<file path="src/rtl/keyed_wdt.sv">
module keyed_wdt #(
  parameter int SEL_W     = 3,
  parameter int PULSE_LEN = 16
) (
  input  logic        clk_i,
  input  logic        rst_ni,
  input  logic        wr_en_i,
  input  logic        rd_en_i,
  input  logic [2:0]  addr_i,
  input  logic [15:0] wdata_i,
  output logic [15:0] rdata_o,
  output logic        reset_o
);

  localparam int PRE_W   = (SEL_W == 4) ? 22 : 14;
  localparam int PULSE_W = $clog2(PULSE_LEN + 1);
  localparam logic [7:0] KEY_CTL = 8'hA5;
  localparam logic [7:0] KEY_DAT = 8'h5A;
  localparam logic [15:0] CLR_WORD = 16'hA500;

  logic             wt_q, tme_q, rste_q, ovf_q, seen_q;
  logic [SEL_W-1:0] sel_q;
  logic [7:0]       cnt_q;
  logic [PRE_W-1:0] pre_q, lim;
  logic [4:0]       shift;
  logic [PULSE_W-1:0] pls_q;

  wire wr_ctl = wr_en_i && addr_i == 3'd0 && wdata_i[15:8] == KEY_CTL;
  wire wr_cnt = wr_en_i && addr_i == 3'd2 && wdata_i[15:8] == KEY_DAT;
  wire wr_rcr = wr_en_i && addr_i == 3'd4 && wdata_i[15:8] == KEY_DAT;
  wire clr_rq = wr_en_i && addr_i == 3'd4 && wdata_i == CLR_WORD;
  wire rd_rcr = rd_en_i && addr_i == 3'd4;

  generate
    if (SEL_W == 4) begin : g_sel4
      assign shift = (sel_q == '0) ? 5'd0 : 5'(sel_q) + 5'd7;
    end else begin : g_sel3
      assign shift = 5'({sel_q, 1'b0});
    end
  endgenerate

  assign lim = (PRE_W'(1) << shift) - PRE_W'(1);

  wire tick     = tme_q && pre_q == lim;
  wire wrap     = tick && cnt_q == 8'hFF;
  wire set_flag = wrap && wt_q;
  wire fire     = set_flag && rste_q;

  always_ff @(posedge clk_i or negedge rst_ni) begin
    if (!rst_ni) begin
      wt_q  <= 1'b0;
      tme_q <= 1'b0;
      sel_q <= '0;
    end else if (wr_ctl) begin
      wt_q  <= wdata_i[6];
      tme_q <= wdata_i[5];
      sel_q <= wdata_i[SEL_W-1:0];
    end
  end

  always_ff @(posedge clk_i or negedge rst_ni) begin
    if (!rst_ni)                        pre_q <= '0;
    else if (!tme_q || tick)            pre_q <= '0;
    else if (wr_ctl && !wdata_i[5])     pre_q <= '0;
    else                                pre_q <= pre_q + PRE_W'(1);
  end

  always_ff @(posedge clk_i or negedge rst_ni) begin
    if (!rst_ni)      cnt_q <= 8'h00;
    else if (wr_cnt)  cnt_q <= wdata_i[7:0];
    else if (tick)    cnt_q <= cnt_q + 8'd1;
  end

  always_ff @(posedge clk_i or negedge rst_ni) begin
    if (!rst_ni)      rste_q <= 1'b0;
    else if (wr_rcr)  rste_q <= wdata_i[6];
  end

  always_ff @(posedge clk_i or negedge rst_ni) begin
    if (!rst_ni) begin
      ovf_q  <= 1'b0;
      seen_q <= 1'b0;
    end else if (set_flag) begin
      ovf_q  <= 1'b1;
      seen_q <= 1'b0;
    end else if (clr_rq && seen_q) begin
      ovf_q  <= 1'b0;
      seen_q <= 1'b0;
    end else if (rd_rcr && ovf_q) begin
      seen_q <= 1'b1;
    end
  end

  always_ff @(posedge clk_i or negedge rst_ni) begin
    if (!rst_ni)          pls_q <= '0;
    else if (fire)        pls_q <= PULSE_W'(PULSE_LEN);
    else if (pls_q != 0)  pls_q <= pls_q - PULSE_W'(1);
  end

  assign reset_o = pls_q != '0;

  always_comb begin
    rdata_o = 16'h0000;
    if (rd_en_i) begin
      case (addr_i)
        3'd0:    rdata_o = {8'h00, 1'b0, wt_q, tme_q, 5'(sel_q)};
        3'd2:    rdata_o = {8'h00, cnt_q};
        3'd4:    rdata_o = {8'h00, ovf_q, rste_q, 6'b0};
        default: rdata_o = 16'h0000;
      endcase
    end
  end

  a_r2_ctl_key: assert property (@(posedge clk_i) disable iff (!rst_ni)
    (wr_en_i && addr_i == 3'd0 && wdata_i[15:8] != KEY_CTL) |=> $stable({wt_q, tme_q, sel_q}));

  a_r9_hold_when_stopped: assert property (@(posedge clk_i) disable iff (!rst_ni)
    (!tme_q && !(wr_en_i && addr_i == 3'd2 && wdata_i[15:8] == KEY_DAT)) |=> $stable(cnt_q));

  a_r6_flag_needs_wdt: assert property (@(posedge clk_i) disable iff (!rst_ni)
    $rose(ovf_q) |-> $past(wt_q && tme_q && cnt_q == 8'hFF));

  a_r7_pulse_source: assert property (@(posedge clk_i) disable iff (!rst_ni)
    $rose(reset_o) |-> $past(rste_q && wt_q && ovf_q == 1'b0 || rste_q && wt_q));

  a_r7_flag_kept: assert property (@(posedge clk_i) disable iff (!rst_ni)
    (ovf_q && !(wr_en_i && addr_i == 3'd4 && wdata_i == CLR_WORD)) |=> ovf_q);

  a_r8_clear_after_read: assert property (@(posedge clk_i) disable iff (!rst_ni)
    $fell(ovf_q) |-> $past(seen_q && wr_en_i && addr_i == 3'd4 && wdata_i == CLR_WORD));

endmodule

</file>
<file path="config.mk">
export PLATFORM = sky130hd
export DESIGN_NAME = keyed_wdt
export DESIGN_NICKNAME = d
export VERILOG_FILES = /design/src/rtl/keyed_wdt.sv
export SDC_FILE = /design/constraint.sdc
export NUM_CORES = 1
export LEC_CHECK = 0
export BUFFER_PORTS_ARGS = -buffer_cell sky130_fd_sc_hd__buf_2
export CORE_MARGIN = 1
export CORE_UTILIZATION = 52
export DETAILED_ROUTE_END_ITERATION = 10
export PLACE_DENSITY = 0.75
export RECOVER_POWER = 25
export SKIP_LAST_GASP = 1
export SYNTH_ARGS = -nofsm -noshare
export SYNTH_HDL_FRONTEND = slang
export SYNTH_SLANG_ARGS = --single-unit
</file>
<file path="constraint.sdc">
create_clock -name clk_i -period 4.15 [get_ports clk_i]
set_input_delay 0.2075 -clock clk_i [delete_from_list [all_inputs] [get_ports clk_i]]
set_output_delay 0.2075 -clock clk_i [all_outputs]
set_load 0.05 [all_outputs]
</file>
==> impl_results.md, run 1 <==
* Max_cap viols at 1
* Setup TNS at 0 ns
* Yosys top cell area share at a little under two fifths
* Gpl congestion at 0.835
* Count of unique library cells instantiated by Yosys at a little over 50
* Dominant synthesized flop cell: dfrtp_1
* Peak supply drop at 0.268 mV
* Vias in the first global route at roughly 1,700
* DP HPWL at 3740 µm
* Antenna Cells at 0
* CP Data Required Time at 4.28 ns
* Unrepaired setup endpoints after global routing: false
* H-tree depth at 2
* Port buffer count at 31
* Largest net degree at the start of global routing at 36
* Most frequent cell after synthesis: dfrtp_1
* Fmax at between 400 and 500 MHz
* Drt pass-1 iters at 4
* Failing checks: max-capacitance violations, max-slew violations
* Initial Util at 56.0%
* Via density at 5.85
* Startpoint class of the critical path: register
* Setup-failing EPs final at 0
* Buffer type at the clock tree root: clkbuf_8
* Number of setup buffers added after CTS at 0
* Share of layout cells above drive strength 1 at 18.7%
* LEAKAGE at around 1.2 nW
* I/O pin count at 40
* Post-synth top cells: dfrtp_1 (35), nor2_1 (34), nand3_1 (14)
* Cts bufs inserted at 5
* Slew Viols, Final at 36
* Critical path class: register to register
* Sequential area share after synthesis at 38.0%
* Grt ovf at 0
* Final Skew at 0.0119 ns
* DR iter-0 viols at 169
* Clk slew on worst S/H paths at 0.07 ns
* Vias at 1,947
* Post-route ant nets at 0
* Async S/R FF share, synth at 100%
* Min Hold Slack at ~0.17 ns
* Bufs on Longest Clock Path at 2
* Status: finished, violations left
* Min Tclk post-route at 2.35 ns
* Area of the core at ~4000 µm²
* Total track usage at 24.2%
* TritonCTS clock tree: yes
* Final wirelength at 5110 µm
* First-pass GRT wire length at just over 8000 µm
* Die width at just under 70 µm
* Die height at 68.6 µm
* Worst Max-Slew Pin Slew at between 1.5 and 2 ns
* Cell taking the most area after synthesis: dfrtp_1
* Cell row count at 23
* Hold Buf Count CTS at 0
* Data arrival, critical path at 2.49 ns
* Yosys warning count at 0
* Fin nets at 310
* Critical Path End Type: register
* Post-synth EDFFs at 0
* Hold Crit Class: input port to register
* Mapped cell area at 2300 µm²
* Syn Area/Cell at ~9 µm²
* Routed WL per cell at 15.4 µm
* Clk sinks at 35
* CTS resizes at 0
* Final period utilization at between 50% and 60%
* Die area at 4700 µm²
* DRC Markers at 0
* Initial antenna violation count at 0
* Synthesis-to-layout area growth at 9.45%
* Skew-Pair Late Insertion Delay at about 0.29 ns
* Power Dens Cells at 315 nW/µm²
* CP Max Fanout at 11
* Max_slew headroom at -19.9%
* Post-synthesis register bit count at 35
* Final hold viol count at 0
* Ranking of synthesized cells by area: dfrtp_1 (38%), nor2_1 (5.5%), o211ai_1 (3.6%)
* Mapped Cells at 256
critical path, cell delays in order, from the launching register on:
cell       delay (ns)
dfrtp_1          0.52
or4_4            0.58
nand2_2          0.09
o2111ai_2        0.32
nor4_2           0.57
nor3_1           0.09
cell usage in the layout, fill, tap and decap left out, types with 6 or more instances in the layout:
master | netlist | final
conb_1 | 1 | 8
xnor2_1 | 9 | 9
dfrtp_1 | 35 | 35
nor3_1 | 7 | 7
xor2_1 | 6 | 6
a21oi_1 | 11 | 11
mux2_2 | 6 | 6
nor2_1 | 34 | 34
o211ai_1 | 11 | 11
nand3_1 | 14 | 14
or3_1 | 8 | 8
mux2i_1 | 6 | 6
and3_1 | 11 | 11
nand2_1 | 10 | 10
o21ai_0 | 6 | 6
nand4_1 | 6 | 6
buf_2 | 2 | 30
clkbuf_8 | 0 | 6
inv_1 | 7 | 7
final cells by class:
class,count,area [µm²]
multi-input cells,203,1320
clock buffers,6,82.6
clock inverters,1,5.00
well taps,50,62.6
inverters,7,26.3
flip-flops and latches,35,876
fillers,369,1590
repair buffers,31,154
final timing paths:
kind / start / to / slack (ns) / depth (start not counted)
setup / recovery: sel_q[2] / pls_q[2] / 1.80 / 5
min in group asynchronous: rst_ni / cnt_q[5] / 0.39 / 1
hold / removal: wdata_i[3] / cnt_q[3] / 0.17 / 3
setup reg to reg: sel_q[2] / pls_q[2] / 1.80 / 5
hold reg to reg: pre_q[0] / pre_q[0] / 0.50 / 1
max in group asynchronous: rst_ni / tme_q / 2.71 / 1
power breakdown:
part / internal, mW / switching, mW / leakage (nW)
registers: 0.353 / 0.0181 / 0.451
clock network: 0.130 / 0.118 / 0.0470
logic: 0.0722 / 0.102 / 0.653
flip-flops by register name, indices dropped and copies added (netlist names):
name,count
sel_q,3
pls_q,5
wt_q,1
pre_q,14
seen_q,1
cnt_q,8
tme_q,1
rste_q,1
ovf_q,1
stage by stage:
stage          utilization (%)  power (mW)  setup WS (ns)  std cells  area [µm²]
2_1_floorplan                -       0.511           2.14        263        2330
4_1_cts                   61.3       0.798           1.78        333        2520
3_3_place_gp              59.2       0.545           1.86        326        2430
5_1_grt                   61.3       0.838           1.64        333        2520
6_report                  61.3       0.794           1.80        333        2520
3_5_place_dp              59.2       0.549           1.79        326        2430
cell families after synthesis:
logic type      after synthesis  share of synthesized area (%)
flops                        35                           38.0
simple gates                124                           30.1
compound gates               40                           12.0
xor+xnor                     15                           5.70
other cells                   1                          0.163
fa+ha+maj                     4                           2.17
buf+inv                      25                           6.30
mux                          12                           5.54
routing by layer:
layer	up-vias	global-route usage [%]	wire (µm)
li1	964	-	-
met4	0	10.4	59
met3	6	6.91	275
met1	929	33.6	2470
met5	-	0	0
met2	48	34.9	2310
Note: power is estimated with default switching activity, not from simulation.
==> inputs of run 2 (changes only) <==
==> constraint.sdc (replaced) <==
create_clock -name clk_i -period 2.3 [get_ports clk_i]
set_input_delay 0.115 -clock clk_i [delete_from_list [all_inputs] [get_ports clk_i]]
set_output_delay 0.115 -clock clk_i [all_outputs]
set_load 0.05 [all_outputs]
==> impl_results.md, run 2 (synthesis results as in run 1) <==
* Pint at 0.982 mW (was 0.555 mW)
* Final hold viol count at 0 (unchanged)
* Skew-Pair Late Insertion Delay at 0.29 ns (about the same)
* Unrepaired setup endpoints after global routing: false (unchanged)
* Vias at 1,973 (was 1,947)
* CP Data Required Time at 2.47 ns (was 4.28 ns)
* Power Dens Cells at 551 nW/µm² (was 315 nW/µm²)
* Slew Viols, Final at 0 (was 36)
* Seq pwr share at 47.2% (was 46.8%)
* Worst-path cell chain: or3_1 -> a21oi_1 -> o2111a_1 -> nand3_1 -> a221o_1 (was or4_4 -> nand2_2 -> o2111ai_2 -> nor4_2 -> nor3_1)
* CTS resizes at 0 (unchanged)
* Initial antenna violation count at 0 (unchanged)
* Vias in the first global route at 1,674 (was 1,737)
* Min Tclk post-route at 2.16 ns (was 2.35 ns)
* Setup TNS at 0 ns (unchanged)
* Fin nets at 317 (was 310)
* Grt ovf at 0 (unchanged)
* Reg-to-reg slack, setup at 0.14 ns (was 1.80 ns)
* Startpoint class of the critical path: register (unchanged)
* Worst reg2reg path depth at 5 (unchanged)
* LEAKAGE at 1.18 nW (was 1.15 nW)
* First-pass GRT wire length at 7940 µm (was 8170 µm)
* Total track usage at 23.6% (was 24.2%)
* Worst R2R End: cnt_q[7] (was pls_q[2])
* Status: finished clean (was finished, violations left)
* Worst Max-Slew Pin Slew at 0.859 ns (was 1.80 ns)
* Synthesis-to-layout area growth at 11.8% (was 9.45%)
* Max_slew headroom at 42.7% (was -19.9%)
* Bufs on Longest Clock Path at 2 (unchanged)
* Sw frac at 30.8% (was 30.0%)
* Biggest register: pre_q (unchanged)
* Worst Hold Path EP: cnt_q[4] (was cnt_q[3])
* Post-route ant nets at 0 (unchanged)
* Delay-heaviest family, CP: compound AO/OA/AOI/OAI gates (was simple AND/OR/NAND/NOR gates)
* HP Start: wdata_i[4] (was wdata_i[3])
* Setup-failing EPs final at 0 (unchanged)
* CP bufs+invs at 0 (unchanged)
* Die width at 68.6 µm (unchanged)
* Data arrival, critical path at 2.33 ns (was 2.49 ns)
* Reg2reg start: sel_q[1] (was sel_q[2])
* Slowest CP cell: dfrtp_1 (was or4_4)
* Via density at 5.79 (was 5.85)
* Clk slew on worst S/H paths at 0.07 ns (about the same)
* Largest net degree at the start of global routing at 36 (unchanged)
* Gpl congestion at 0.881 (was 0.835)
* Final instance area at 2570 µm² (was 2520 µm²)
* Max reg flops at 14 (unchanged)
* Cts bufs inserted at 5 (unchanged)
* TritonCTS clock tree: yes (unchanged)
* Number of setup buffers added after CTS at 0 (unchanged)
* Slowest cell delay on critical path at 0.49 ns (was 0.58 ns)
* Placed Area at 2480 µm² (was 2430 µm²)
* Grt met2 use at 33.3% (was 34.9%)
* M3 GR Usage at 6.41% (was 6.91%)
* Most frequent cells in the layout: dfrtp_1 (35), nor2_1 (34), buf_2 (30), nand3_1 (14) (unchanged)
* Antenna Cells at 0 (unchanged)
* I/O pin count at 40 (unchanged)
* DRC Markers at 0 (unchanged)
* GR peak layer: met1 (was met2)
* P_sw at 0.436 mW (was 0.238 mW)
* Met1 Use GR at 33.8% (was 33.6%)
* Max_cap viols at 0 (was 1)
* Routed WL per cell at 14.6 µm (was 15.4 µm)
* Fmax at 463 MHz (was 425 MHz)
* Cell row count at 23 (unchanged)
* DR iter-0 viols at 173 (was 169)
* Die area at 4700 µm² (unchanged)
* Hold path cells at 3 (unchanged)
* Final period utilization at 93.9% (was 56.7%)
* Critical Path End Type: register (unchanged)
* DP HPWL at 3730 µm (was 3740 µm)
* Initial Util at 56.0% (unchanged)
* Clk sinks at 35 (unchanged)
* Critical path class: register to register (unchanged)
* Die height at 68.6 µm (unchanged)
* H-tree depth at 2 (unchanged)
* Hold Buf Count CTS at 1 (was 0)
* Buffer type at the clock tree root: clkbuf_8 (unchanged)
* CP Max Fanout at 11 (unchanged)
* Final wirelength at 4990 µm (was 5110 µm)
* Combinational Power Share at 22.1% (was 21.9%)
* Largest regs: pre_q x14, cnt_q x8, pls_q x5 (unchanged)
* Final Skew at 0.00678 ns (was 0.0119 ns)
* Port buffer count at 31 (unchanged)
* Most common cell after layout, fill and taps aside: dfrtp_1 (unchanged)
* Peak supply drop at 0.414 mV (was 0.268 mV)
* Clock power frac at 30.7% (was 31.3%)
* Hold Crit Class: input port to register (unchanged)
* Drt pass-1 iters at 4 (unchanged)
* Share of layout cells above drive strength 1 at 20.6% (was 18.7%)
* Area of the core at 4120 µm² (unchanged)
## run 2: cell types whose count changed in the layout (fill, tap and decap cells not counted)
cell / previous run / this run
clkbuf_2: 0 / 1
buf_4: 0 / 6
clkinvlp_4: 0 / 1
dlygate4sd3_1: 0 / 1
clkbuf_8: 6 / 5
## run 2: worst min-delay path, stage by stage
cell      delay, ns
buf_2          0.09
a21oi_1        0.06
o211ai_1       0.07
## run 2: area by class of cell
cell class | instances | area, µm²
Tap cell | 50 | 62.6
Clock buffer | 6 | 72.6
Multi-Input combinational cell | 203 | 1320
Inverter | 7 | 26.3
Fill cell | 350 | 1540
Clock inverter | 2 | 12.5
Sequential cell | 35 | 876
Timing Repair Buffer | 38 | 210
## run 2: worst max-delay path by stage
stage	from	to	slack [ns]	depth (start not counted)
5_1_grt	sel_q[2]	pls_q[0]	0.03	6
2_1_floorplan	sel_q[2]	cnt_q[0]	0.29	7
4_1_cts	sel_q[2]	cnt_q[0]	0.16	5
6_report	sel_q[1]	cnt_q[7]	0.14	5
3_5_place_dp	sel_q[1]	pls_q[0]	0.18	6
3_3_place_gp	sel_q[2]	cnt_q[0]	0.22	5
## run 2: power groups by stage
stage / Sequential [mW] / Clock (mW) / Combinational (mW)
floorplan: 0.669 / 0 / 0.252
global placement: 0.682 / 0 / 0.308
detailed placement: 0.680 / 0 / 0.311
CTS: 0.668 / 0.450 / 0.314
global route: 0.676 / 0.479 / 0.349
finish: 0.669 / 0.435 / 0.313
## run 2: metrics by stage
stage / std cells / hold WS, ns / setup WS, ns / total power, mW / utilization (%)
detailed placement: 332 / 0.239 / 0.181 / 0.992 / 60.3
floorplan: 263 / -0.181 / 0.286 / 0.922 / -
global route: 341 / 0.0729 / 0.0332 / 1.50 / 62.6
CTS: 341 / 0.0758 / 0.162 / 1.43 / 62.6
finish: 341 / 0.0843 / 0.141 / 1.42 / 62.6
global placement: 332 / 0.239 / 0.219 / 0.990 / 60.3
## run 2: routing by layer
layer / up-vias / share of wire (%)
met4: 0 / 1.3
met1: 932 / 46
met5: - / 0
li1: 973 / -
met3: 7 / 5.9
met2: 61 / 47
==> inputs of run 3 (changes only) <==
--- a/config.mk
+++ b/config.mk
@@ -6,10 +6,12 @@
 export NUM_CORES = 1
 export LEC_CHECK = 0
 export BUFFER_PORTS_ARGS = -buffer_cell sky130_fd_sc_hd__buf_2
+export CELL_PAD_IN_SITES_DETAIL_PLACEMENT = 0
+export CELL_PAD_IN_SITES_GLOBAL_PLACEMENT = 1
 export CORE_MARGIN = 1
-export CORE_UTILIZATION = 52
+export CORE_UTILIZATION = 42
 export DETAILED_ROUTE_END_ITERATION = 10
-export PLACE_DENSITY = 0.75
+export PLACE_DENSITY_LB_ADDON = 0.1
 export RECOVER_POWER = 25
 export SKIP_LAST_GASP = 1
 export SYNTH_ARGS = -nofsm -noshare
==> impl_results.md, run 3 (synthesis results as in run 1) <==
* CP Max Fanout at 11 (unchanged)
* Status: finished clean (unchanged)
* Drt pass-1 iters at 4 (unchanged)
* Crit path to: pls_q[1] (was cnt_q[7])
* LEAKAGE at 1.21 nW (was 1.18 nW)
* Worst reg2reg path depth at 6 (was 5)
* Reg-to-reg slack, setup at 0.16 ns (was 0.14 ns)
* Most frequent cells in the layout: dfrtp_1 (35), nor2_1 (34), buf_2 (30), nand3_1 (14) (unchanged)
* Area of the core at 5200 µm² (was 4120 µm²)
* Clk sinks at 35 (unchanged)
* Setup TNS at 0 ns (unchanged)
* WL met2 at 2330 µm (was 2320 µm)
* CP Data Required Time at 2.47 ns (about the same)
* Initial Util at 44.3% (was 56.0%)
* Final hold viol count at 0 (unchanged)
* DR iter-0 viols at 84 (was 173)
* Die area at 5780 µm² (was 4700 µm²)
* Biggest register: pre_q (unchanged)
* Startpoint class of the critical path: register (unchanged)
* Skew-Pair Late Insertion Delay at 0.29 ns (about the same)
* Cts bufs inserted at 5 (unchanged)
* Critical path startpoint: sel_q[1] (unchanged)
* Vias at 1,950 (was 1,973)
* Critical Path End Type: register (unchanged)
* Gpl congestion at 0.757 (was 0.881)
* Final wirelength at 5440 µm (was 4990 µm)
* Post-route ant nets at 0 (unchanged)
* Max reg flops at 14 (unchanged)
* Peak supply drop at 0.358 mV (was 0.414 mV)
* Top sig layer: met4 (unchanged)
* Initial antenna violation count at 0 (unchanged)
* Port buffer count at 31 (unchanged)
* Hold Crit Class: input port to register (unchanged)
* Reg2reg start: sel_q[1] (unchanged)
* Final Skew at 0.0121 ns (was 0.00678 ns)
* Bufs on Longest Clock Path at 2 (unchanged)
* Power Dens Cells at 575 nW/µm² (was 551 nW/µm²)
* Max_cap viols at 0 (unchanged)
* Data arrival, critical path at 2.32 ns (was 2.33 ns)
* Wire length on met3 at 192 µm (was 295 µm)
* First-pass GRT wire length at 9140 µm (was 7940 µm)
* Critical path class: register to register (unchanged)
* Fmax at 467 MHz (was 463 MHz)
* TritonCTS clock tree: yes (unchanged)
* Metal-1 WL at 2830 µm (was 2310 µm)
* Total track usage at 20.1% (was 23.6%)
* Buffer type at the clock tree root: clkbuf_8 (unchanged)
* Fin nets at 321 (was 317)
* Antenna Cells at 0 (unchanged)
* DP HPWL at 3950 µm (was 3730 µm)
* Via density at 5.36 (was 5.79)
* I/O pin count at 40 (unchanged)
* Number of standard cells in the final layout excluding fillers at 364 (was 341)
* Min Tclk post-route at 2.14 ns (was 2.16 ns)
* Share of layout cells above drive strength 1 at 21.1% (was 20.6%)
* Power Total at 1.52 mW (was 1.42 mW)
* Unrepaired setup endpoints after global routing: true (was false)
* Grt ovf at 0 (unchanged)
* Max_slew headroom at 39.5% (was 42.7%)
* Largest net degree at the start of global routing at 36 (unchanged)
* Synthesis-to-layout area growth at 14.8% (was 11.8%)
* Largest regs: pre_q x14, cnt_q x8, pls_q x5 (unchanged)
* Clk slew on worst S/H paths at 0.08 ns (was 0.07 ns)
* DRC Markers at 0 (unchanged)
* H-tree depth at 2 (unchanged)
* Vias in the first global route at 1,830 (was 1,674)
* # placed instances at 356 (was 332)
* Slew Viols, Final at 0 (unchanged)
* Die height at 76.1 µm (was 68.6 µm)
* Die width at 76.1 µm (was 68.6 µm)
* Setup-failing EPs final at 0 (unchanged)
* Final period utilization at 93.2% (was 93.9%)
* Worst Max-Slew Pin Slew at 0.908 ns (was 0.859 ns)
* Cell row count at 26 (was 23)
* Routed WL per cell at 14.9 µm (was 14.6 µm)
* Most common cell after layout, fill and taps aside: dfrtp_1 (unchanged)
* Worst R2R End: pls_q[1] (was cnt_q[7])
[run 3: cell types whose count changed in the layout (fill, tap and decap cells not counted), sizes merged]
cell and change:
bufinv +1, clkinvlp -1, buf +3, clkinv -1, clkbuf +1
[run 3: layout make-up]
class / count / area (µm²)
Timing Repair Buffer: 42 / 236
Sequential cell: 35 / 876
Multi-Input combinational cell: 203 / 1320
Inverter: 7 / 26.3
Clock inverter: 1 / 30.0
Clock buffer: 6 / 72.6
Fill cell: 514 / 2560
Tap cell: 70 / 87.6
[run 3: worst max-delay path, cell delays in order (launching register included)]
cell and delay (ns):
dfrtp_1 0.49, or3_1 0.40, a21oi_1 0.21, o2111ai_2 0.36
nor4_2 0.34, buf_4 0.17, nor2_1 0.05
[run 3: report_power, final]
group          leakage [nW]  internal, mW  total [mW]  switching [mW]
sequential            0.451         0.637       0.667          0.0298
clock                0.0513         0.318       0.535           0.217
combinational         0.705         0.134       0.319           0.185
total                  1.21          1.09        1.52           0.432
[run 3: worst min path at each step]
stage | slack (ns) | cells after the start | startpoint | to
3_3_place_gp | 0.25 | 1 | rst_ni | pre_q[0]
5_1_grt | 0.09 | 2 | wdata_i[7] | cnt_q[7]
4_1_cts | 0.07 | 3 | wdata_i[4] | cnt_q[4]
2_1_floorplan | -0.18 | 0 | rst_ni | cnt_q[0]
6_report | 0.08 | 3 | wdata_i[4] | cnt_q[4]
3_5_place_dp | 0.25 | 1 | rst_ni | pre_q[0]
[run 3: timing repair]
item | in CTS | in global routing
hold buffers | 1 | 0
endpoints found under the setup margin | 0 | 1
gates resized for setup | 0 | 0
hold endpoints to repair | 35 | 0
setup buffers | 0 | 0
[run 3: through the flow]
| stage | setup slack [ns] | cell area, µm² | hold WS, ns | util, % |
|---|---|---|---|---|
| 6_report | 0.157 | 2640 | 0.0798 | 50.8 |
| 5_1_grt | -0.00154 | 2640 | 0.0933 | 50.8 |
| 4_1_cts | 0.142 | 2650 | 0.0689 | 50.9 |
| 3_5_place_dp | 0.145 | 2530 | 0.250 | 48.7 |
| 3_3_place_gp | 0.194 | 2530 | 0.254 | 48.7 |
| 2_1_floorplan | 0.286 | 2330 | -0.181 | - |
[run 3: metal layers]
metal	vias up	global-route usage, %
met5	-	0
met4	0	6.35
met3	6	4.19
met2	43	29.2
met1	909	29.7
li1	992	-
